==> config.mk <==
export PLATFORM = sky130hd
export DESIGN_NAME = divn_decade
export DESIGN_NICKNAME = d
export VERILOG_FILES = /design/src/rtl/divn_pkg.sv /design/src/rtl/divn_johnson_path.sv /design/src/rtl/divn_ctrl.sv /design/src/rtl/divn_decade.sv
export SDC_FILE = /design/constraint.sdc
export NUM_CORES = 1
export LEC_CHECK = 0
export BUFFER_PORTS_ARGS = -buffer_cell sky130_fd_sc_hd__buf_4
export CORE_UTILIZATION = 45
export CTS_BUF_LIST = sky130_fd_sc_hd__clkbuf_4 sky130_fd_sc_hd__clkbuf_8
export DETAILED_ROUTE_END_ITERATION = 7
export PLACE_DENSITY = 0.84
export SLEW_MARGIN = 30
export SYNTH_ARGS = -nofsm -noshare
export SYNTH_HDL_FRONTEND = slang
export SYNTH_SLANG_ARGS = --single-unit
==> constraint.sdc <==
create_clock -name clk -period 4.2 [get_ports clk]
set_input_delay 0.84 -clock clk [delete_from_list [all_inputs] [get_ports clk]]
set_output_delay 0.84 -clock clk [all_outputs]
set_load 0.01 [all_outputs]
==> src/rtl/divn_pkg.sv <==
package divn_pkg;
  typedef struct packed {
    logic advance;    // step the ring one count
    logic forceZero;  // hold or put the ring at count 0
  } divn_strobe_t;
endpackage

==> src/rtl/divn_johnson_path.sv <==
module divn_johnson_path
  import divn_pkg::*;
#(
  parameter int STAGES = 5,
  localparam int COUNT = 2 * STAGES
) (
  input  logic             clk,
  input  logic             rst_n,
  input  divn_strobe_t     strb,
  output logic [COUNT-1:0] decOut,
  output logic             carryOut
);
  logic [STAGES-1:0] ringQ;
  logic [STAGES-1:0] ringNext;
  logic              legalState;

  // two-input decode of every ring state
  for (genvar k = 0; k < COUNT; k++) begin : g_dec
    if (k == 0) begin : g_zero
      assign decOut[k] = ~ringQ[STAGES-1] & ~ringQ[0];
    end else if (k < STAGES) begin : g_fill
      assign decOut[k] = ringQ[k-1] & ~ringQ[k];
    end else if (k == STAGES) begin : g_full
      assign decOut[k] = ringQ[STAGES-1] & ringQ[0];
    end else begin : g_drain
      assign decOut[k] = ~ringQ[k-STAGES-1] & ringQ[k-STAGES];
    end
  end

  assign legalState = $onehot(decOut);
  assign carryOut   = ~ringQ[STAGES-1];

  always_comb begin
    if (strb.forceZero) begin
      ringNext = '0;
    end else if (strb.advance) begin
      // an unreachable ring pattern falls back to zero (anti-lock)
      ringNext = legalState ? {ringQ[STAGES-2:0], ~ringQ[STAGES-1]} : '0;
    end else begin
      ringNext = ringQ;
    end
  end

  always_ff @(posedge clk or negedge rst_n) begin
    if (!rst_n) ringQ <= '0;
    else        ringQ <= ringNext;
  end
endmodule

==> src/rtl/divn_ctrl.sv <==
module divn_ctrl
  import divn_pkg::*;
#(
  parameter int STAGES = 5,
  parameter int SEL_W  = 4,
  localparam int COUNT       = 2 * STAGES,
  localparam int MIN_DIV     = 2,
  localparam int CARRY_SPLIT = STAGES + 1
) (
  input  logic             clk,
  input  logic             rst_n,
  input  logic             cntClk,
  input  logic             inhibit,
  input  logic             clear,
  input  logic [SEL_W-1:0] divSel,
  input  logic [COUNT-1:0] decOut,
  input  logic             carryOut,
  output divn_strobe_t     strb,
  output logic             cascadeOut
);
  logic cntPrev;
  logic latchQ;
  logic latchNext;
  logic riseSeen;
  logic legalDiv;
  logic useCarry;
  logic hitTerm;
  logic advance;

  assign legalDiv = (divSel >= SEL_W'(MIN_DIV)) && (divSel <= SEL_W'(COUNT - 1));
  assign useCarry = !legalDiv || (divSel >= SEL_W'(CARRY_SPLIT));

  // the slot just below N is active: the next step would reach N
  always_comb begin
    hitTerm = 1'b0;
    for (int k = MIN_DIV; k < COUNT; k++) begin
      if (divSel == SEL_W'(k)) hitTerm = decOut[k-1];
    end
  end

  assign riseSeen = cntClk & ~cntPrev;
  assign advance  = riseSeen & ~inhibit & ~latchQ & ~clear;

  always_comb begin
    strb.advance   = advance;
    strb.forceZero = clear | latchQ | (advance & hitTerm);
  end

  always_comb begin
    if (clear)                           latchNext = 1'b0;
    else if (advance && hitTerm)         latchNext = 1'b1;
    else if (latchQ && decOut[0] && !cntClk) latchNext = 1'b0;
    else                                 latchNext = latchQ;
  end

  assign cascadeOut = useCarry ? carryOut : decOut[0];

  always_ff @(posedge clk or negedge rst_n) begin
    if (!rst_n) begin
      cntPrev <= 1'b1;  // no rise on the first sample after reset
      latchQ  <= 1'b0;
    end else begin
      cntPrev <= cntClk;
      latchQ  <= latchNext;
    end
  end
endmodule

==> src/rtl/divn_decade.sv <==
module divn_decade
  import divn_pkg::*;
#(
  parameter int STAGES = 5,
  parameter int SEL_W  = 4,
  localparam int COUNT = 2 * STAGES
) (
  input  logic             clk,
  input  logic             rst_n,
  input  logic             cntClk,
  input  logic             inhibit,
  input  logic             clear,
  input  logic [SEL_W-1:0] divSel,
  output logic [COUNT-1:0] decOut,
  output logic             carryOut,
  output logic             cascadeOut
);
  divn_strobe_t strb;

  divn_ctrl #(.STAGES(STAGES), .SEL_W(SEL_W)) ctrl_i (
    .clk        (clk),
    .rst_n      (rst_n),
    .cntClk     (cntClk),
    .inhibit    (inhibit),
    .clear      (clear),
    .divSel     (divSel),
    .decOut     (decOut),
    .carryOut   (carryOut),
    .strb       (strb),
    .cascadeOut (cascadeOut)
  );

  divn_johnson_path #(.STAGES(STAGES)) path_i (
    .clk      (clk),
    .rst_n    (rst_n),
    .strb     (strb),
    .decOut   (decOut),
    .carryOut (carryOut)
  );
endmodule

# After elaboration in Yosys (flattened, before gate mapping)
# Index checks and enable logic that the tools add are counted.
[totals]
word_cells = 74
out_inout_bits = 12
reg_bits = 7
[op_classes]
eq_ne = 9
muxes = 15
n_lt_le_gt_ge = 3
reduce_logical = 9
addsub = 9
n_bitwise = 26
[ops]
columns = ["op", "n"]
rows = [
  ["$add 4x4->4", 4],
  ["$eq 4x3->1 const B", 4],
  ["$and 1x1->1", 15],
  ["$mux 5", 3],
  ["$mux 1", 12],
  ["$add 1x1->2", 5],
  ["$not 1->1", 9],
  ["$eq 4x2->1 const B", 2],
  ["$eq 4x4->1 const B", 2],
  ["$eq 4x1->1 const B", 1],
  ["$ge 4x2->1 const B", 1],
  ["$ge 4x3->1 const B", 1],
  ["$le 4x4->1 const B", 1],
  ["$logic_and 1x1->1", 4],
  ["$reduce_bool 3->1", 1],
  ["$logic_not 1->1", 2],
  ["$or 1x1->1", 2],
  ["$reduce_bool 2->1", 1],
  ["$logic_or 1x1->1", 1],
]

# Depth between registers and ports, before layout
# Gate-level depths: netlist (run 1).
[depth]
depth_word = 13
depth_mapped = 15
ltp_nobuf = 14

# By module
# Synthesis (run 1) repeated with hierarchy kept, for this count alone.
[hier_totals]
cells_unflattened = 75
hier_area_um2 = 739.5
[by_module_without_submodules]
columns = ["mod", "n_inst", "area_per_inst_um2", "cells_per_inst"]
rows = [
  ["divn_johnson_path", 1, 511.7, 48],
  ["divn_ctrl", 1, 227.7, 27],
]

# Worst setup path before layout (run 1)
# Ideal clock, no wire load.
[synth_timing]
kind = "register -> register"
startpoint = "register path_i.ringQ[0]"
endpoint = "register path_i.ringQ[0]"
period_less_slack_ns = 3.133
arrival_ns = 3.050
path_slack_ns = 1.067
t_required_ns = 4.117
path_stages_with_launch = 14
path_buffers = 1
setup_time_ns = 0.083
path_cell_list = "dfrtp_1 > clkbuf_1 > inv_1 > nor2_1 > nor2_1 > fa_1 > fa_1 > inv_1 > fa_1 > nor2_1 > o211ai_1 > nor3_1 > nand2_1 > o21ai_0"
[synth_via]
elab_cells_between_ends = 27
classes_between = "add/sub (7); eq/ne (1); mux (11); bitwise (7); reduce/logical (1)"
[synth_lines]
columns = ["item", "line", "text"]
rows = [
  ["start, declared", "divn_johnson_path.sv:13", "logic [STAGES-1:0] ringQ;"],
  ["start signal, assigned", "divn_johnson_path.sv:46", "else ringQ <= ringNext;"],
  ["$and 1x1->1 (*)", "divn_johnson_path.sv:24", "assign decOut[k] = ringQ[STAGES-1] & ringQ[0];"],
  ["via decOut[5]", "divn_decade.sv:14", "output logic [COUNT-1:0] decOut,"],
  ["$add 1x1->2 (not written as such)", "divn_johnson_path.sv:30", "assign legalState = $onehot(decOut);"],
  ["$add 4x4->4 (not written as such) (3 in a row)", "divn_johnson_path.sv:30", ""],
  ["$eq 4x1->1", "divn_johnson_path.sv:30", ""],
  ["$mux 5", "divn_johnson_path.sv:38", "ringNext = legalState ? {ringQ[STAGES-2:0], ~ringQ[STAGES-1]} : '0;"],
  ["$mux 5", "divn_johnson_path.sv:36", "end else if (strb.advance) begin"],
  ["$mux 5", "divn_johnson_path.sv:34", "if (strb.forceZero) begin"],
]
# Mark *: on every way through the listed nets, which the timed path passes. The rest lies on a longest branch. The select of a mux whose other input is x is not followed.
# A chain may end at the register's enable or synchronous reset.

# Worst setup path in the final report (run 1)
[layout_timing]
startpoint = "register path_i.ringQ[2]"
endpoint = "register path_i.ringQ[1]"
[layout_via]
elab_chain_len = 12
elab_cells_between_ends = 26
classes_between = "add/sub (7); eq/ne (1); mux (10); bitwise (7); reduce/logical (1)"
[layout_lines]
columns = ["item"]
rows = [
  ["branches (longest 12 deep; another with $add 4x4->4)"],
]
# Parallel ways; which one is timed is not known. The select of a mux whose other input is x is not followed.

==> out/summary.txt, run 1 <==
Final Routed Wirelength - 1.405 mm
post-CTS setup buffers - 0
period utilization - 0.8041
Max-Cap Viols - 0
Final GP Congestion - 0.8143
Required @ worst endpoint - 4360 ps
cts hold-fix bufs - 0
layout cells sized above 1 - 0.2571
CTS buffer count - 3
Die Y - 40.53 um
Post-synth EDFFs - 0
Yosys top cell area share - 0.2247
CTS max path bufs - 2
data arrival time of the worst path - 3540 ps
clk sinks - 7
Std-Cell Rows - 13
Post-synth top flop - dfrtp_1
drt first pass iters - 4
final setup fails - 0
CTS tree - done
Final Slew Violations - 0
Clock Power Share - 0.400
multi-input logic area - 465.4 um2
Warnings, synthesis - 0
Fmax - 0.2961 GHz
synthesized area - 668.1 um2
Post-Syn Area per Cell - 8.352 um2
n_diodes - 0
area leader, netlist - dfrtp_1
Layout Skew - 5.675 ps
Residual DRC - 0
CTS H-Tree Depth - 1
Via density - 5.325
Vias - 639
post-CTS sizing - 0
HPWL Detailed - 1.145 mm
Synth cell types - 27
count leader, synth - nand2_1
sequential standard cell area - 176.4 um2
part of the power in registers - 0.408
Worst Tran Pin Value - 534.0 ps
WL/cell - 11.71 um
initial antenna violation count - 0
Comb pwr share - 0.193
PortBufs - 20
Reg clk slew, reported paths - 60 ps
I/O pin count - 21
pwr/cell area - 196.0 mW/mm2
crit path max fanout - 7
Layout fillers - 114
clk_lat worst skew - 250 ps
Starting Density - 0.5009
DRT antenna net count - 0
cell count after synthesis - 80
Setup crit end kind - register
vias in the first global route - 529
RSZ-0062 raised after global routing - false
NetSw - 0.00004440 W
P_int - 0.0001263 W
Initial DRC Count - 9
Setup TNS - 0 ps
sequential-to-total area share from yosys stat - 0.2640
status - complete, no violations
critical path class - reg -> reg
crit path time final - 3377 ps
ranking of synthesized cells by area - dfrtp_1, fa_1, ha_1
HP Class - in -> async
sw frac - 0.2602
Max-slew headroom - 0.6413
Die ar. - 0.001643 mm2
Async SR Flop Fraction - 1.000
flops & latches, synth - 7
area delta synth->final - 30.34%
Critical Path Start Type - register
nets - 123
largest net degree at the start of global routing - 9
Tot GR Track Use - 0.1972
Root Buffer - clkbuf_4
global-route wire length before repair - 2.076 mm
core area - 0.001334 mm2
Hold Vio Cnt, Final - 0
peak supply drop - 0.1184 mV
Leakage Power - 0.4298 nW
commonest cells in the netlist - nand2_1, nor2_1, inv_1
die width - 40.53 um
DP Cell Count - 116
post-route insts no fill - 120
global route total overflow - 0
power groups by stage:
| stage | clock network, W | registers, W | logic [W] |
|---|---|---|---|
| 2_1_floorplan | 0 | 0.0000701 | 0.0000195 |
| 3_3_place_gp | 0 | 0.0000706 | 0.0000311 |
| 3_5_place_dp | 0 | 0.0000707 | 0.0000326 |
| 4_1_cts | 0.0000704 | 0.0000695 | 0.0000329 |
| 5_1_grt | 0.0000753 | 0.0000696 | 0.0000385 |
| 6_report | 0.0000682 | 0.0000696 | 0.0000329 |
state kept, by name (all words and copies together) (netlist names):
signal and cells:
ctrl_i.cntPrev 1, path_i.ringQ 5, ctrl_i.latchQ 1
worst max-delay path, cell delays in order (launching register included):
cell and delay [ps]:
dfrtp_1 430, and2b_1 220, ha_1 280, inv_1 50, fa_1 430, fa_1 530
inv_1 70, fa_1 430, nor2_1 110, o211ai_1 80, nor3_1 410, nand2_1 90
o21ai_0 160
layout by cell type, fill, tap and decap left out, types with 2 or more instances in the layout:
cell / instances
and2b_1: 2
buf_4: 20
clkbuf_4: 4
conb_1: 5
dfrtp_1: 6
fa_1: 4
ha_1: 4
inv_1: 8
mux2i_1: 2
nand2_1: 10
nand2b_1: 2
nor2_1: 9
nor2b_1: 4
nor3_1: 3
nor3b_1: 2
o211ai_1: 3
o21ai_0: 6
per-stage QoR:
| stage | setup WS, ps | total power (W) | hold WS, ps | utilization | instance area, um2 |
|---|---|---|---|---|---|
| 2_1_floorplan | 1067 | 0.00008951 | 519.8 | - | 679.4 |
| 4_1_cts | 801.8 | 0.0001729 | 380.7 | 0.6529 | 870.8 |
| 6_report | 823.0 | 0.0001707 | 387.6 | 0.6529 | 870.8 |
| 5_1_grt | 591.0 | 0.0001834 | 374.3 | 0.6529 | 870.8 |
| 3_5_place_dp | 813.7 | 0.0001033 | 572.4 | 0.6304 | 840.8 |
| 3_3_place_gp | 906.0 | 0.0001017 | 552.5 | 0.6304 | 840.8 |
logic make-up after synthesis:
group / count (synthesis) / synth area share
buf+inv: 10 / 0.05619
simple gates: 37 / 0.2977
flops: 7 / 0.2640
xor+xnor: 1 / 0.01311
other cells: 2 / 0.01124
compound gates: 13 / 0.1330
fa+ha+maj: 8 / 0.1948
mux: 2 / 0.02996
path summary, 6_finish.rpt:
check                             endpoint             from  slack (ps)  cells past startpoint
min in group clk           path_i.ringQ[3]  path_i.ringQ[3]         580                      2
max                        path_i.ringQ[1]  path_i.ringQ[2]         820                     12
min                          ctrl_i.latchQ            rst_n         390                      1
max in group asynchronous   ctrl_i.cntPrev            rst_n        3610                      1
max reg2reg                path_i.ringQ[1]  path_i.ringQ[2]         820                     12
min reg2reg                path_i.ringQ[3]  path_i.ringQ[3]         580                      2
layout make-up:
type	count	share of cell area
Tap cell	15	0.02155
Timing Repair Buffer	20	0.1724
Multi-Input combinational cell	66	0.5345
Inverter	8	0.03448
Sequential cell	7	0.2026
Clock buffer	4	0.03448
routing by layer:
layer | GRT usage | vias up | share of wire
met1 | 0.2131 | 295 | 0.42
met2 | 0.3452 | 31 | 0.49
met5 | 0 | - | 0
li1 | - | 311 | -
met4 | 0.1000 | 0 | 0.0036
met3 | 0.05556 | 2 | 0.090
Power figures use the tool's default switching activity.
==> inputs of run 2 (changes only) <==
- clock period: 4.2 -> 3.2 ns (I/O delays scaled with it)
==> run 2 against run 1 <==
  * Utilization increased by 7.6 points
  * Maximum frequency is 12% higher
  * Worst hold slack worse by 200 ps
  * Sequential share of layout area shrank 2.1 points
  * Sequential power up 30%
  * Clock skew fell by 3.1 ps
  * Combinational power up 57%
  * Cell count rose by 8.3%
  * Via count is 4.5% higher
  * Count of clock-buffer cells in the layout unchanged
==> out/summary.txt, run 2 (synthesis results as in run 1) <==
CTS H-Tree Depth - 1
Setup crit end kind - register
Final GP Congestion - 0.8001
Comb pwr share - 0.223
most frequent cells in the layout - buf_4, nand2_1, nor2_1
Biggest register - path_i.ringQ
period utilization - 0.9409
biggest registers after layout - path_i.ringQ x5, ctrl_i.cntPrev x1, ctrl_i.latchQ x1
Critical Path Start Type - register
Die Y - 40.53 um
NetSw - 0.00006108 W
global route total overflow - 0
HPWL Detailed - 1.290 mm
Max-slew headroom - 0.6467
Final Routed Wirelength - 1.568 mm
Layout Skew - 2.535 ps
status - complete, no violations
area delta synth->final - 45.51%
multi-input logic area - 491.7 um2
clk_lat worst skew - 250 ps
sequential standard cell area - 176.4 um2
Crit-path slowest cell - fa_1
Leakage Power - 0.4847 nW
data arrival time of the worst path - 3130 ps
pwr/cell area - 237.8 mW/mm2
Final Slew Violations - 0
Clock Power Share - 0.385
clk sinks - 7
Die ar. - 0.001643 mm2
crit path time final - 3011 ps
sw frac - 0.2642
Starting Density - 0.5009
Worst Tran Pin Value - 525.9 ps
largest net degree at the start of global routing - 8
Final Util - 0.7289
Root Buffer - clkbuf_4
CTS buffer count - 3
Setup TNS - 0 ps
vias in the first global route - 556
Tot Pwr - 0.0002312 W
die width - 40.53 um
CP Cell Sequence - and2b_1, ha_1, inv_2, fa_2, fa_1, inv_2, fa_2, and3b_1, o211ai_1, nor3_2, buf_4, nand2_1, o21ai_0
critical path class - reg -> reg
core area - 0.001334 mm2
Hold Vio Cnt, Final - 0
Layout fillers - 98
Largest register FFs - 5
P_int - 0.0001701 W
Tot GR Track Use - 0.2067
n_diodes - 0
Reg clk slew, reported paths - 60 ps
CP peak stage delay - 500 ps
layout cells sized above 1 - 0.3913
I/O pin count - 21
DRT antenna net count - 0
PortBufs - 20
HP Class - in -> async
Required @ worst endpoint - 3320 ps
Std-Cell Rows - 13
drt first pass iters - 4
global-route wire length before repair - 2.228 mm
Via density - 5.138
peak supply drop - 0.2039 mV
Residual DRC - 0
most common cell after layout, fill and taps aside - buf_4
Max-Cap Viols - 0
crit path max fanout - 5
Vias - 668
part of the power in registers - 0.392
WL/cell - 12.06 um
Initial DRC Count - 11
CTS tree - done
final setup fails - 0
Fmax - 0.3321 GHz
nets - 133
initial antenna violation count - 0
CTS max path bufs - 2
run 2: changes by cell type in the layout (fill, tap and decap cells not counted), sizes merged:
| cell | before | now |
|---|---|---|
| buf | 20 | 30 |
run 2: power groups by stage:
stage	Clock [W]	Sequential, W	Combinational, W
2_1_floorplan	0	0.0000920	0.0000255
3_3_place_gp	0	0.0000922	0.0000428
3_5_place_dp	0	0.0000922	0.0000441
4_1_cts	0.0000898	0.0000907	0.0000475
5_1_grt	0.0000945	0.0000907	0.0000596
6_report	0.0000890	0.0000907	0.0000515
run 2: final timing paths:
path                                 startpoint         endpoint  slack, ps  cells past startpoint
worst max-delay path            path_i.ringQ[2]  path_i.ringQ[4]        190                     13
max in group asynchronous                 rst_n   ctrl_i.cntPrev       2800                      1
min in group clk                         cntClk   ctrl_i.cntPrev        520                      1
worst min register to register  path_i.ringQ[3]  path_i.ringQ[3]        610                      3
worst min-delay path                      rst_n    ctrl_i.latchQ        190                      1
worst max register to register  path_i.ringQ[2]  path_i.ringQ[4]        190                     13
run 2: layout make-up:
type	instances	area share
multi-input cells	66	0.5058
clock buffers	4	0.03089
well taps	15	0.01931
repair buffers	30	0.2317
flip-flops and latches	7	0.1815
inverters	8	0.03089
run 2: critical path: cells and delay by family (launching register included):
family | cells | cell delay (ps)
AOI/OAI and AO/OA | 2 | 260
adders and majority gates | 4 | 1510
DFF | 1 | 400
and+or+nand+nor | 4 | 470
buffers and inverters | 3 | 240
run 2: per-stage QoR:
stage          std cells  area (um2)  setup WS, ps  hold slack, ps
3_5_place_dp         123       893.4        -161.9           455.9
4_1_cts              130       953.4        0.7288           191.1
2_1_floorplan         83       679.4         67.42           344.4
5_1_grt              130       972.2        -11.26           192.7
3_3_place_gp         123       893.4        -1.633           456.6
6_report             130       972.2         189.2           191.2
run 2: repair_timing:
action	CTS	global route
endpoints found under the hold margin	0	0
hold buffers	0	0
pin swaps	2	7
buffers inserted	3	0
resized for setup	2	10
setup endpoints to repair	5	5
run 2: layer usage:
metal,GRT usage,vias up,wire length [um]
li1,-,333,-
met1,0.2772,313,708
met3,0.01667,0,102
met4,0.05000,0,0
met2,0.3571,22,757
met5,0,-,0
==> inputs of run 3 (changes only) <==
- CORE_UTILIZATION: 45 -> 50
- PLACE_DENSITY: 0.84 -> 0.9
==> run 3 against run 2 <==
  * Non-clock buffer count rose by 1
  * Critical path depth increased by 1
  * Setup slack got worse by 85 ps
  * Clock skew about the same
  * Sequential cell count is the same
  * Global-route usage is 7.3 points higher
  * Register-to-register slack worse by 90 ps
  * Sequential power barely moved
  * Count of clock-buffer cells in the layout did not move
  * Cell area rose by 0.90%
  * First-iteration DRC count grew to 2.6 times the previous value
  * Via count grew 4.5%
==> out/summary.txt, run 3 (synthesis results as in run 1) <==
status - complete, no violations
CTS buffer count - 3
cts hold-fix bufs - 0
largest net degree at the start of global routing - 8
most frequent cells in the layout - buf_4, nand2_1, nor2_1
data arrival time of the worst path - 3270 ps
CTS tree - done
Tot Pwr - 0.0002340 W
Residual DRC - 0
Largest register FFs - 5
R2R setup slack - 100 ps
HP Class - in -> async
Final GP Congestion - 0.7888
drt first pass iters - 4
Leakage Power - 0.4916 nW
Initial DRC Count - 29
Via density - 5.369
most common cell after layout, fill and taps aside - buf_4
crit path time final - 3096 ps
Root Buffer - clkbuf_4
PortBufs - 20
cells on worst reg2reg path - 14
clk_lat worst skew - 250 ps
Required @ worst endpoint - 3370 ps
Die Y - 38.56 um
Critical Path Start Type - register
Max-slew headroom - 0.6488
HPWL Detailed - 1.383 mm
multi-input logic area - 494.2 um2
global route total overflow - 0
area delta synth->final - 46.82%
Place WS - -140.0 ps
sequential standard cell area - 176.4 um2
CTS H-Tree Depth - 1
Setup crit end kind - register
core area - 0.001171 mm2
pwr/cell area - 238.5 mW/mm2
clk sinks - 7
Final Util - 0.8376
layout cells sized above 1 - 0.4052
n_diodes - 0
Layout Skew - 2.987 ps
vias in the first global route - 685
Final Slew Violations - 0
Biggest register - path_i.ringQ
DRT antenna net count - 0
Die ar. - 0.001486 mm2
peak supply drop - 0.2501 mV
global-route wire length before repair - 2.815 mm
Fmax - 0.3230 GHz
Max-Cap Viols - 0
I/O pin count - 21
Worst Tran Pin Value - 522.8 ps
Reg clk slew, reported paths - 60 ps
WL/cell - 14.94 um
die width - 38.56 um
period utilization - 0.9674
final setup fails - 0
biggest registers after layout - path_i.ringQ x5, ctrl_i.cntPrev x1, ctrl_i.latchQ x1
CTS max path bufs - 2
post-route cell area - 980.9 um2
Std-Cell Rows - 12
crit path max fanout - 6
placed cell areas - 899.6 um2
Layout fillers - 65
initial antenna violation count - 0
Tot GR Track Use - 0.2798
Vias - 698
nets - 134
critical path class - reg -> reg
Starting Density - 0.5705
Final Routed Wirelength - 1.942 mm
Hold Vio Cnt, Final - 0
RSZ-0062 raised after global routing - true
final hold slack - 192.5 ps
final worst slack - 104.2 ps
==> run 3: cell count changes in the layout (fill, tap and decap cells not counted) <==
cell     delta
buf_4       +1
o21ai_0     -1
nor2_2      +1
o21ai_1     +1
nor2_1      -1
==> run 3: critical path, cell delays in order, from the launching register on <==
cell and delay, ps:
dfrtp_1 510, inv_1 110, nor2_1 190, nor2_1 90, fa_2 580, inv_2 50, ha_4 230, o21ai_2 50
nand2b_1 130, fa_2 380, nor2_2 90, o211ai_1 110, nor3_2 260, nand2_1 90, o21ai_1 150
==> run 3: final timing paths <==
kind / start / end
min in group clk: cntClk / ctrl_i.cntPrev
min reg2reg: ctrl_i.latchQ / ctrl_i.latchQ
max reg2reg: path_i.ringQ[4] / path_i.ringQ[2]
min: rst_n / ctrl_i.latchQ
max: path_i.ringQ[4] / path_i.ringQ[2]
max in group asynchronous: rst_n / ctrl_i.cntPrev
==> run 3: final cells by class <==
class	count	share of cell area
Timing Repair Buffer	31	0.2372
Tap cell	14	0.01786
Sequential cell	7	0.1798
Clock buffer	4	0.03061
Multi-Input combinational cell	66	0.5038
Inverter	8	0.03061
==> run 3: what timing repair did <==
| action | in CTS | in global routing |
|---|---|---|
| pin swaps | 4 | 11 |
| resized for setup | 9 | 5 |
| endpoints found under the setup margin | 5 | 5 |
| buffers inserted | 3 | 1 |
==> run 3: routing by layer <==
| metal | routed length, um | track usage | vias to the layer above |
|---|---|---|---|
| li1 | - | - | 337 |
| met1 | 800 | 0.3071 | 325 |
| met2 | 1036 | 0.5583 | 32 |
| met3 | 77 | 0.02326 | 4 |
| met4 | 28 | 0.06897 | 0 |
| met5 | 0 | 0 | - |
==> run 3: stage by stage <==
| stage | std cells | setup TNS (ps) |
|---|---|---|
| after floorplan | 83 | 0 |
| after global placement | 123 | 0 |
| after detailed placement | 123 | -596.2 |
| after CTS | 129 | 0 |
| after global routing | 130 | -83.99 |
| final | 130 | 0 |
==> run 3: power by group <==
| part | internal [W] | total [W] | switching, W | leakage [nW] |
|---|---|---|---|---|
| Sequential | 0.0000902 | 0.0000910 | 0.000000861 | 0.0943 |
| Combinational | 0.0000237 | 0.0000534 | 0.0000297 | 0.379 |
| Clock | 0.0000561 | 0.0000896 | 0.0000334 | 0.0184 |
